==> config.mk <==
export PLATFORM = sky130hd
export DESIGN_NAME = spi_regport
export DESIGN_NICKNAME = d
export VERILOG_FILES = /design/src/rtl/spi_regport_pkg.sv /design/src/rtl/spi_pin_sync.sv /design/src/rtl/spi_frame_fsm.sv /design/src/rtl/spi_reg_bank.sv /design/src/rtl/spi_regport.sv
export SDC_FILE = /design/constraint.sdc
export NUM_CORES = 1
export LEC_CHECK = 0
export BUFFER_PORTS_ARGS = -buffer_cell sky130_fd_sc_hd__buf_2
export CAP_MARGIN = 20
export CELL_PAD_IN_SITES_DETAIL_PLACEMENT = 0
export CELL_PAD_IN_SITES_GLOBAL_PLACEMENT = 1
export CORE_ASPECT_RATIO = 1.25
export CORE_MARGIN = 4
export CORE_UTILIZATION = 27
export CTS_BUF_LIST = sky130_fd_sc_hd__clkbuf_4 sky130_fd_sc_hd__clkbuf_8 sky130_fd_sc_hd__clkbuf_16
export DETAILED_ROUTE_END_ITERATION = 10
export HOLD_SLACK_MARGIN = 0.08
export PLACE_DENSITY = 0.63
export SLEW_MARGIN = 0
export SYNTH_ARGS = -nofsm -noshare
export SYNTH_HDL_FRONTEND = slang
export SYNTH_SLANG_ARGS = --single-unit
==> constraint.sdc <==
create_clock -name clk -period 2 [get_ports clk]
set_input_delay 0.4 -clock clk [delete_from_list [all_inputs] [get_ports clk]]
set_output_delay 0.4 -clock clk [all_outputs]
set_load 0.01 [all_outputs]
==> src/rtl/spi_regport_pkg.sv <==
package spi_regport_pkg;

    typedef enum logic [1:0] {
        ST_IDLE = 2'd0,
        ST_CMD  = 2'd1,
        ST_DATA = 2'd2,
        ST_DONE = 2'd3
    } frame_state_t;

endpackage

==> src/rtl/spi_pin_sync.sv <==
module spi_pin_sync #(
    parameter int               WIDTH   = 3,
    parameter int               STAGES  = 2,
    parameter logic [WIDTH-1:0] RST_VAL = '0
) (
    input  logic             clk,
    input  logic             rst_n,
    input  logic [WIDTH-1:0] pin_in,
    output logic [WIDTH-1:0] pin_sync
);

    logic [WIDTH-1:0] stage_q [STAGES];

    generate
        for (genvar s = 0; s < STAGES; s++) begin : g_stage
            if (s == 0) begin : g_first
                always_ff @(posedge clk or negedge rst_n) begin
                    if (!rst_n) stage_q[s] <= RST_VAL;
                    else        stage_q[s] <= pin_in;
                end
            end else begin : g_next
                always_ff @(posedge clk or negedge rst_n) begin
                    if (!rst_n) stage_q[s] <= RST_VAL;
                    else        stage_q[s] <= stage_q[s-1];
                end
            end
        end
    endgenerate

    assign pin_sync = stage_q[STAGES-1];

endmodule

==> src/rtl/spi_frame_fsm.sv <==
module spi_frame_fsm
    import spi_regport_pkg::*;
#(
    parameter int DATA_W = 8,
    parameter int ADDR_W = 4
) (
    input  logic              clk,
    input  logic              rst_n,
    input  logic              sclk_s,
    input  logic              sdi_s,
    input  logic              csn_s,
    input  logic [DATA_W-1:0] rd_byte,
    output logic [ADDR_W-1:0] look_addr,
    output logic              wr_en,
    output logic [ADDR_W-1:0] wr_addr,
    output logic [DATA_W-1:0] wr_data,
    output logic [ADDR_W-1:0] addr_now,
    output logic              drive_q
);

    localparam int FRAME_BITS = 2 * DATA_W;
    localparam int CNT_W      = $clog2(FRAME_BITS + 1);
    localparam logic [CNT_W-1:0] CMD_LAST   = CNT_W'(DATA_W - 1);
    localparam logic [CNT_W-1:0] FRAME_LAST = CNT_W'(FRAME_BITS - 1);

    frame_state_t      state, nxt;
    logic              sclk_q, csn_q;
    logic              sclk_rise, sclk_fall, csn_fall;
    logic [CNT_W-1:0]  bit_cnt;
    logic [DATA_W-1:0] shift_q;
    logic [DATA_W-1:0] byte_now;
    logic [DATA_W-1:0] rd_shift;
    logic              rd_flag;
    logic [ADDR_W-1:0] addr_q;

    // edge detection on synchronized samples
    always_ff @(posedge clk or negedge rst_n) begin
        if (!rst_n) begin
            sclk_q <= 1'b0;
            csn_q  <= 1'b1;
        end else begin
            sclk_q <= sclk_s;
            csn_q  <= csn_s;
        end
    end

    assign sclk_rise = sclk_s & ~sclk_q;
    assign sclk_fall = ~sclk_s & sclk_q;
    assign csn_fall  = ~csn_s & csn_q;
    assign byte_now  = {shift_q[DATA_W-2:0], sdi_s};

    // next-state logic
    always_comb begin
        nxt = state;
        unique case (state)
            ST_IDLE: if (csn_fall) nxt = ST_CMD;
            ST_CMD: begin
                if (csn_s)                                nxt = ST_IDLE;
                else if (sclk_rise && bit_cnt == CMD_LAST) nxt = ST_DATA;
            end
            ST_DATA: begin
                if (csn_s)                                  nxt = ST_IDLE;
                else if (sclk_rise && bit_cnt == FRAME_LAST) nxt = ST_DONE;
            end
            ST_DONE: if (csn_s) nxt = ST_IDLE;
        endcase
    end

    // state register
    always_ff @(posedge clk or negedge rst_n) begin
        if (!rst_n) state <= ST_IDLE;
        else        state <= nxt;
    end

    // frame datapath: bit counter, input shifter, command capture
    always_ff @(posedge clk or negedge rst_n) begin
        if (!rst_n) begin
            bit_cnt  <= '0;
            shift_q  <= '0;
            rd_flag  <= 1'b0;
            addr_q   <= '0;
            rd_shift <= '0;
        end else if (state == ST_IDLE || csn_s) begin
            bit_cnt <= '0;
            if (state == ST_IDLE) rd_flag <= 1'b0;
        end else if (state == ST_CMD || state == ST_DATA) begin
            if (sclk_rise) begin
                bit_cnt <= bit_cnt + 1'b1;
                shift_q <= byte_now;
                if (state == ST_CMD && bit_cnt == CMD_LAST) begin
                    rd_flag  <= byte_now[DATA_W-1];
                    addr_q   <= byte_now[ADDR_W-1:0];
                    rd_shift <= rd_byte;
                end
            end else if (sclk_fall && state == ST_DATA && rd_flag) begin
                rd_shift <= {rd_shift[DATA_W-2:0], 1'b0};
            end
        end
    end

    // output process: write strobe and open-drain pull request
    always_comb begin
        look_addr = byte_now[ADDR_W-1:0];
        wr_en     = (state == ST_DATA) && !csn_s && sclk_rise &&
                    (bit_cnt == FRAME_LAST) && !rd_flag;
        wr_addr   = addr_q;
        wr_data   = byte_now;
        addr_now  = addr_q;
    end

    always_ff @(posedge clk or negedge rst_n) begin
        if (!rst_n) begin
            drive_q <= 1'b0;
        end else if (state == ST_IDLE || csn_s) begin
            drive_q <= 1'b0;
        end else if (sclk_fall) begin
            drive_q <= (state == ST_DATA) && rd_flag && !rd_shift[DATA_W-1];
        end
    end

    // counter never passes the frame length
    a_r9_cnt_capped: assert property (@(posedge clk) disable iff (!rst_n)
        bit_cnt <= CNT_W'(FRAME_BITS));

    // no pull while idle
    a_r4_idle_released: assert property (@(posedge clk) disable iff (!rst_n)
        (state == ST_IDLE) |-> !drive_q);

    // pull only during a read frame
    a_r3_pull_only_read: assert property (@(posedge clk) disable iff (!rst_n)
        drive_q |-> rd_flag);

    // a falling edge after the last bit releases the line
    a_r5_done_release: assert property (@(posedge clk) disable iff (!rst_n)
        (state == ST_DONE && sclk_fall) |=> !drive_q);

    // address moves only while a command byte is being received
    a_r10_addr_hold: assert property (@(posedge clk) disable iff (!rst_n)
        (state != ST_CMD) |=> $stable(addr_now));

endmodule

==> src/rtl/spi_reg_bank.sv <==
module spi_reg_bank #(
    parameter int DATA_W = 8,
    parameter int ADDR_W = 4
) (
    input  logic                              clk,
    input  logic                              rst_n,
    input  logic                              wr_en,
    input  logic [ADDR_W-1:0]                 wr_addr,
    input  logic [DATA_W-1:0]                 wr_data,
    input  logic [ADDR_W-1:0]                 rd_addr,
    output logic [DATA_W-1:0]                 rd_byte,
    output logic [(1<<ADDR_W)*DATA_W-1:0]     reg_flat
);

    localparam int NUM_REGS = 1 << ADDR_W;

    logic [DATA_W-1:0] regs [NUM_REGS];

    generate
        for (genvar r = 0; r < NUM_REGS; r++) begin : g_reg
            always_ff @(posedge clk or negedge rst_n) begin
                if (!rst_n)
                    regs[r] <= '0;
                else if (wr_en && wr_addr == ADDR_W'(r))
                    regs[r] <= wr_data;
            end
            assign reg_flat[r*DATA_W +: DATA_W] = regs[r];
        end
    endgenerate

    assign rd_byte = regs[rd_addr];

    // a commit lands in the addressed entry
    a_r2_commit_lands: assert property (@(posedge clk) disable iff (!rst_n)
        wr_en |=> (regs[$past(wr_addr)] == $past(wr_data)));

endmodule

==> src/rtl/spi_regport.sv <==
module spi_regport #(
    parameter int DATA_W      = 8,
    parameter int ADDR_W      = 4,
    parameter int SYNC_STAGES = 2
) (
    input  logic                          clk,
    input  logic                          rst_n,
    input  logic                          sclk_pin,
    input  logic                          sdi_pin,
    input  logic                          csn_pin,
    output logic                          sdo_pull_low,
    output logic [ADDR_W-1:0]             addr_now,
    output logic [(1<<ADDR_W)*DATA_W-1:0] reg_flat
);

    logic [2:0]        pins_s;
    logic [DATA_W-1:0] rd_byte;
    logic [ADDR_W-1:0] look_addr;
    logic              wr_en;
    logic [ADDR_W-1:0] wr_addr;
    logic [DATA_W-1:0] wr_data;
    logic              drive_q;

    spi_pin_sync #(
        .WIDTH   (3),
        .STAGES  (SYNC_STAGES),
        .RST_VAL (3'b100)
    ) u_sync (
        .clk      (clk),
        .rst_n    (rst_n),
        .pin_in   ({csn_pin, sdi_pin, sclk_pin}),
        .pin_sync (pins_s)
    );

    spi_frame_fsm #(
        .DATA_W (DATA_W),
        .ADDR_W (ADDR_W)
    ) u_fsm (
        .clk       (clk),
        .rst_n     (rst_n),
        .sclk_s    (pins_s[0]),
        .sdi_s     (pins_s[1]),
        .csn_s     (pins_s[2]),
        .rd_byte   (rd_byte),
        .look_addr (look_addr),
        .wr_en     (wr_en),
        .wr_addr   (wr_addr),
        .wr_data   (wr_data),
        .addr_now  (addr_now),
        .drive_q   (drive_q)
    );

    spi_reg_bank #(
        .DATA_W (DATA_W),
        .ADDR_W (ADDR_W)
    ) u_bank (
        .clk      (clk),
        .rst_n    (rst_n),
        .wr_en    (wr_en),
        .wr_addr  (wr_addr),
        .wr_data  (wr_data),
        .rd_addr  (look_addr),
        .rd_byte  (rd_byte),
        .reg_flat (reg_flat)
    );

    // raw select gates the pad so release is immediate
    assign sdo_pull_low = drive_q & ~csn_pin;

endmodule

Word level (Yosys, flattened, before mapping). Index checks and enable logic that the tools add are counted.

Word-level logic and storage cells: 133. Register bits after elaboration: 164. Output and inout bits: 133. Bits of input ports: 5.

Reductions and logical operators: 45. $lt $le $gt $ge: 1. Bitwise gates (word level): 10. Equal/unequal tests: 26. Add/sub/neg operators: 1. Multiplexer cells: 23.

Operator list (count): $mux W8 (5); $bmux W8 S4 (1); $eq A4 B4 Y1 const B (8); $logic_and A1 B1 Y1 (27); $eq A4 B3 Y1 const B (4); $reduce_and A4 Y1 (4); $mux W5 (3); $mux W2 (6); $reduce_bool A2 Y1 (5); $eq A4 B2 Y1 const B (2); $pmux W2 S4 (1); $mux W1 (7); $ne A3 B2 Y1 const B (2); $add A5 B1 Y5 const B (1); $eq A5 B3 Y1 const B (1); $eq A5 B4 Y1 const B (1); $ge A5 B5 Y1 const B (1); $not A1 Y1 (5); $not A4 Y5 (1); $and A1 B1 Y1 (4); $eq A2 B2 Y1 const B (2); $eq A4 B1 Y1 const B (1); $logic_not A4 Y1 (1); $ne A2 B1 Y1 const B (2); 7 further kinds (11).

Depth between registers and ports, before layout.
Word-level depth: 6. Depth in mapped cells: 8. Depth with buffers taken out: 7.

Cells and area by module. A second synthesis with hierarchy kept.

Cells, all modules: 497. Area total of the unflattened synthesis: 7493.4 um^2.

By module, submodules not included: spi_reg_bank (cells each 364, area each 5790.6 um^2, seq. area each 3203.1 um^2, times used 1); spi_frame_fsm (cells each 123, area each 1514.0 um^2, seq. area each 752.0 um^2, times used 1); spi_pin_sync (cells each 9, area each 175.2 um^2, seq. area each 152.6 um^2, times used 1); spi_regport (cells each 1, area each 13.8 um^2, seq. area each 0.0 um^2, times used 1).

Least setup slack after synthesis. No wires, ideal clock.

Path kind: register to register. From: register u_fsm.bit_cnt[0]. To: register u_bank.regs, in the netlist u_bank.reg_flat[88]. Path slack: 38 ps. Period minus slack after synthesis: 1962 ps. Data required time: 1875 ps. Arrival: 1837 ps. Path buffers: 0. Cell stages (with the launch flop): 8. Library setup time: 125 ps. Cell sequence: dfrtp_1 ha_1 and3_1 ha_1 nand4_4 nor3b_4 nand3_2 mux2_2.

Word-level cells in the longest chain between the ends: 4.

Ends and longest elaborated chain: start, declared (line spi_frame_fsm.sv:29) `logic [CNT_W-1:0] bit_cnt;`; start signal, assigned (line spi_frame_fsm.sv:88) `bit_cnt <= bit_cnt + 1'b1;`; $eq A5 B4 Y1 (line spi_frame_fsm.sv:105) `(bit_cnt == FRAME_LAST) && !rd_flag;`; $logic_and A1 B1 Y1 (line spi_frame_fsm.sv:104) `wr_en = (state == ST_DATA) && !csn_s && sclk_rise &&`; $logic_and A1 B1 Y1 (line spi_frame_fsm.sv:105); $logic_and A1 B1 Y1 (line spi_reg_bank.sv:24) `else if (wr_en && wr_addr == ADDR_W'(r))`; end signal, assigned by index (line spi_reg_bank.sv:25) `regs[r] <= wr_data;`; end, declared (line spi_reg_bank.sv:17) `logic [DATA_W-1:0] regs [NUM_REGS];`.

Every way passes these cells. A chain may end at the register's enable or synchronous reset.

Worst setup path after layout.
From: register u_fsm.bit_cnt[1]. To: register u_bank.regs, in the netlist u_bank.reg_flat[75].

Same word-level chain as after synthesis.

==> summary.md <==
| Metric | Value |
|---|---|
| End of the worst hold path | u_sync.pin_sync[2] |
| Placed cell count | 990 |
| Routed len/inst | 21.87 um |
| Slew Limit Fails | 0 |
| Cells on Worst Hold Path | 0 |
| Number of buffers created by CTS | 17 |
| Post-route non-filler standard cell count | 1042 |
| Result of the run | finished with violations |
| Antenna violation net count after detailed routing | 0 |
| Drt via density | 4.777 |
| Depth of the worst register-to-register path | 9 |
| Layout filler cell count | about 2500 |
| Iteration count of the initial detailed-routing pass | 4 |
| Final count of hold timing violations | 0 |
| Largest incremental delay on the critical path | 390 ps |
| CP top delay family | simple AND/OR/NAND/NOR gates |
| YS warnings | 0 |
| Number of top-level design ports | 138 |
| Count of standard-cell rows | 67 |
| Per-instance average area after synthesis | 14.80 um^2 |
| Worst R2R Start | u_fsm.bit_cnt[1] |
| Time the worst path needs with I/O delays and setup | 2080 ps |
| Overall routing resource usage | 0.1519 |
| Worst min-delay path class | reg -> reg |
| Arrival time at the worst endpoint | 2400 ps |
| DRC errors left | 0 |
| Total Routed Length | 22790 um |
| Vias in the first global route | 5290 |
| Setup Crit Path Kind | reg -> reg |
| Total overflow reported by the global router | 0 |
| Total of flip-flops plus latches after synthesis | 164 |
| # Max-Cap Violations | 0 |
| Number of cells produced by synthesis | 499 |
| Critical Path End Type | register |
| Largest fanout on the critical path | 6 |
| Number of DRC markers in iteration 0 | about 220 |
| Sequential area share after synthesis | 0.5563 |
| Layout-stage area growth over the synthesis result | 33.53% |
| Share of post-route cells with drive strength above 1 | 0.6284 |
| GP Congestion | about 0.77 |
| Core Area | 26910 um^2 |
| PnR worst setup slack | -79.98 ps |
| Die span in y | 192.9 um |
| Net count after synthesis | 510 |
| Power Total | 7.938 mW |
| Leakage power summed over all cells | roughly 5 nW |
| Max Buffers Root-to-Sink | 2 |
| Clock Skews | approximately 12 ps |
| Post-synth top flop | sky130_fd_sc_hd__dfrtp_1 |
| R2r setup slk | -80 ps |
| Antenna cell count | 0 |
| RSZ-0062 raised after global routing | true |
| Power density over the cells | ~800 nW/um^2 |
| TritonCTS clock tree | yes |
| Starting density of the core | 0.2744 |
| Number of distinct standard cells referenced by the synthesized netlist | 42 |
| Die width | 155.9 um |
| Final setup fails | 67 |
| Final core utilization | 0.3664 |
| CP max stage cell | sky130_fd_sc_hd__dfrtp_1 |
| Final HPWL DP | roughly 16000 um |
| Worst-margin pin slew | 771.4 ps |
| HP Start | u_sync.stage_q[5] |
| Sink Count | 164 |
| Source-to-sink clock delay at the later pin of the worst-skew pair | 440 ps |
| First-pass GRT wire length | 33870 um |
| Number of H-tree levels | 4 |
| Pin count of the biggest net entering global routing | 65 |
| Antenna violations before repair | 0 |
| Normalized max-slew margin | 0.4858 |
| Worst ir drop on vdd | around 0.6 mV |
| Post-synth ARST share | 1.000 |
| Root buffer selected by CTS | sky130_fd_sc_hd__clkbuf_16 |
| Post-Syn Area | about 7400 um^2 |
| Port Buffer Count | 137 |
| Cell mode on critical path | sky130_fd_sc_hd__buf_6 |
| Clock Pin Slew Worst Setup and Hold Paths | 70 ps |
| Final worst-path cycle share | 1.040 |
| Cell Chain, Critical Path | ha_2 -> and3_4 -> ha_4 -> nand4_4 -> nor3b_4 -> buf_6 -> nand2_2 -> buf_6 -> mux2_2 |
| EDFF count, synth | 0 |
| Worst setup slack before clock tree synthesis | -239.9 ps |
| Required time of the critical path | 2320 ps |
| Floorplan die area | between 30000 and 40000 um^2 |
| Violated checks | setup timing |
| Achievable Freq | 480.8 MHz |
| Critical path startpoint category | register |
| Total via count in the routed design | 4978 |
| CP Buf/Inv Count | 2 |
| Capture point of the worst reg-to-reg path | u_bank.reg_flat[75] |
| Final TNS setup | -2909 ps |
| Number of nets in the final layout | about 700 |
## sequential cells by signal, indices dropped and copies added, names as in the netlist, 2 cells and up
register	count
u_sync.stage_q	3
u_sync.pin_sync	3
u_fsm.shift_q	7
u_fsm.bit_cnt	5
u_fsm.addr_now	4
u_fsm.rd_shift	8
u_bank.reg_flat	128
u_fsm.state	2
## what timing repair did
action                                 in CTS  in global routing
gates cloned                                1                  3
gates resized for setup                    22                 23
setup endpoints to repair                 129                135
hold buffers                                4                  0
setup buffers                               6                  6
pin swaps                                   6                 10
endpoints found under the hold margin     121                  0
## report_power, final
group / internal, mW / total (mW) / switching (mW)
logic: 0.406 / 0.981 / 0.575
registers: 3.37 / 3.46 / 0.0943
clock network: 2.02 / 3.49 / 1.47
## per-stage QoR
step	area [um^2]	hold slack (ps)
after floorplan	7385	104.4
after global placement	8773	332.7
after detailed placement	8773	340.1
after CTS	9642	351.2
after global routing	9861	355.0
final	9861	347.9
## Yosys cell counts, types with 3 or more instances
library cell               count  area [um^2]
sky130_fd_sc_hd__a21oi_1      22        110.1
sky130_fd_sc_hd__a22oi_1      14        105.1
sky130_fd_sc_hd__clkbuf_1     23        86.33
sky130_fd_sc_hd__dfrtp_1     161         4029
sky130_fd_sc_hd__dfstp_2       3        78.83
sky130_fd_sc_hd__ha_1          6        75.07
sky130_fd_sc_hd__inv_1         5        18.77
sky130_fd_sc_hd__mux2_2      140         1577
sky130_fd_sc_hd__mux4_2       32        720.7
sky130_fd_sc_hd__nand2_1      16        60.06
sky130_fd_sc_hd__nand2_2       6        37.54
sky130_fd_sc_hd__nand3_1       3        15.01
sky130_fd_sc_hd__nand3_2       3        30.03
sky130_fd_sc_hd__nor2_1       21        78.83
sky130_fd_sc_hd__nor2b_1       5        31.28
sky130_fd_sc_hd__o21ai_0       3        15.01
## how the worst max path moves through the flow
stage / startpoint / cells after the start / end / slack [ps]
final: u_fsm.bit_cnt[1] / 9 / u_bank.reg_flat[75] / -80
after global routing: u_fsm.bit_cnt[1] / 9 / u_bank.reg_flat[32] / -160
after CTS: u_fsm.bit_cnt[1] / 9 / u_bank.reg_flat[32] / -70
after detailed placement: u_fsm.bit_cnt[1] / 7 / u_bank.reg_flat[58] / -240
after global placement: u_fsm.bit_cnt[1] / 7 / u_bank.reg_flat[58] / -200
after floorplan: u_fsm.bit_cnt[0] / 7 / u_bank.reg_flat[88] / 40
## area by class of cell
| type | instances | area, um^2 | share of cell area |
|---|---|---|---|
| flip-flops and latches | 164 | 4110 | 0.4168 |
| multi-input cells | 300 | 3288 | 0.3335 |
| repair buffers | 196 | 1388 | 0.1407 |
| clock buffers | 18 | 432.9 | 0.04390 |
| well taps | 345 | 431.7 | 0.04378 |
| clock inverters | 14 | 191.4 | 0.01941 |
| inverters | 5 | 18.77 | 0.001903 |
## kinds of logic after synthesis
| kind of cell | count (synthesis) | share of synthesized area |
|---|---|---|
| adder cells (fa/ha/maj) | 6 | 0.01017 |
| buffers and inverters | 35 | 0.02016 |
| AND/OR/NAND/NOR | 69 | 0.05473 |
| flip-flops | 164 | 0.5563 |
| multiplexers | 174 | 0.3138 |
| XOR/XNOR | 3 | 0.003559 |
| AO/OA/AOI/OAI | 48 | 0.04134 |
## cells in the final DEF (no fill, tap or decap), drive strengths merged, types with 2 or more instances in the layout
cell,instances
nand4,3
nor2,21
mux2,140
dlygate4sd3,4
dfrtp,161
o21ai,3
mux2i,2
buf,189
inv,10
ha,6
nand3,6
dfstp,3
xor2,2
clkbuf,20
nor3b,2
a22oi,14
nand2b,2
clkinv,4
and2,2
nand2,22
o2bb2ai,2
nor2b,5
a21oi,22
clkinvlp,2
bufinv,3
mux4,32
## metal layers
metal | GRT usage | up-vias | wire length [um]
met5 | 0 | - | 0
met4 | 0.05322 | 0 | 323
met3 | 0.03297 | 21 | 787
met2 | 0.2720 | 111 | 12650
met1 | 0.1792 | 2639 | 9030
li1 | - | 2207 | -
No activity file was read; power rests on OpenSTA's default activity.
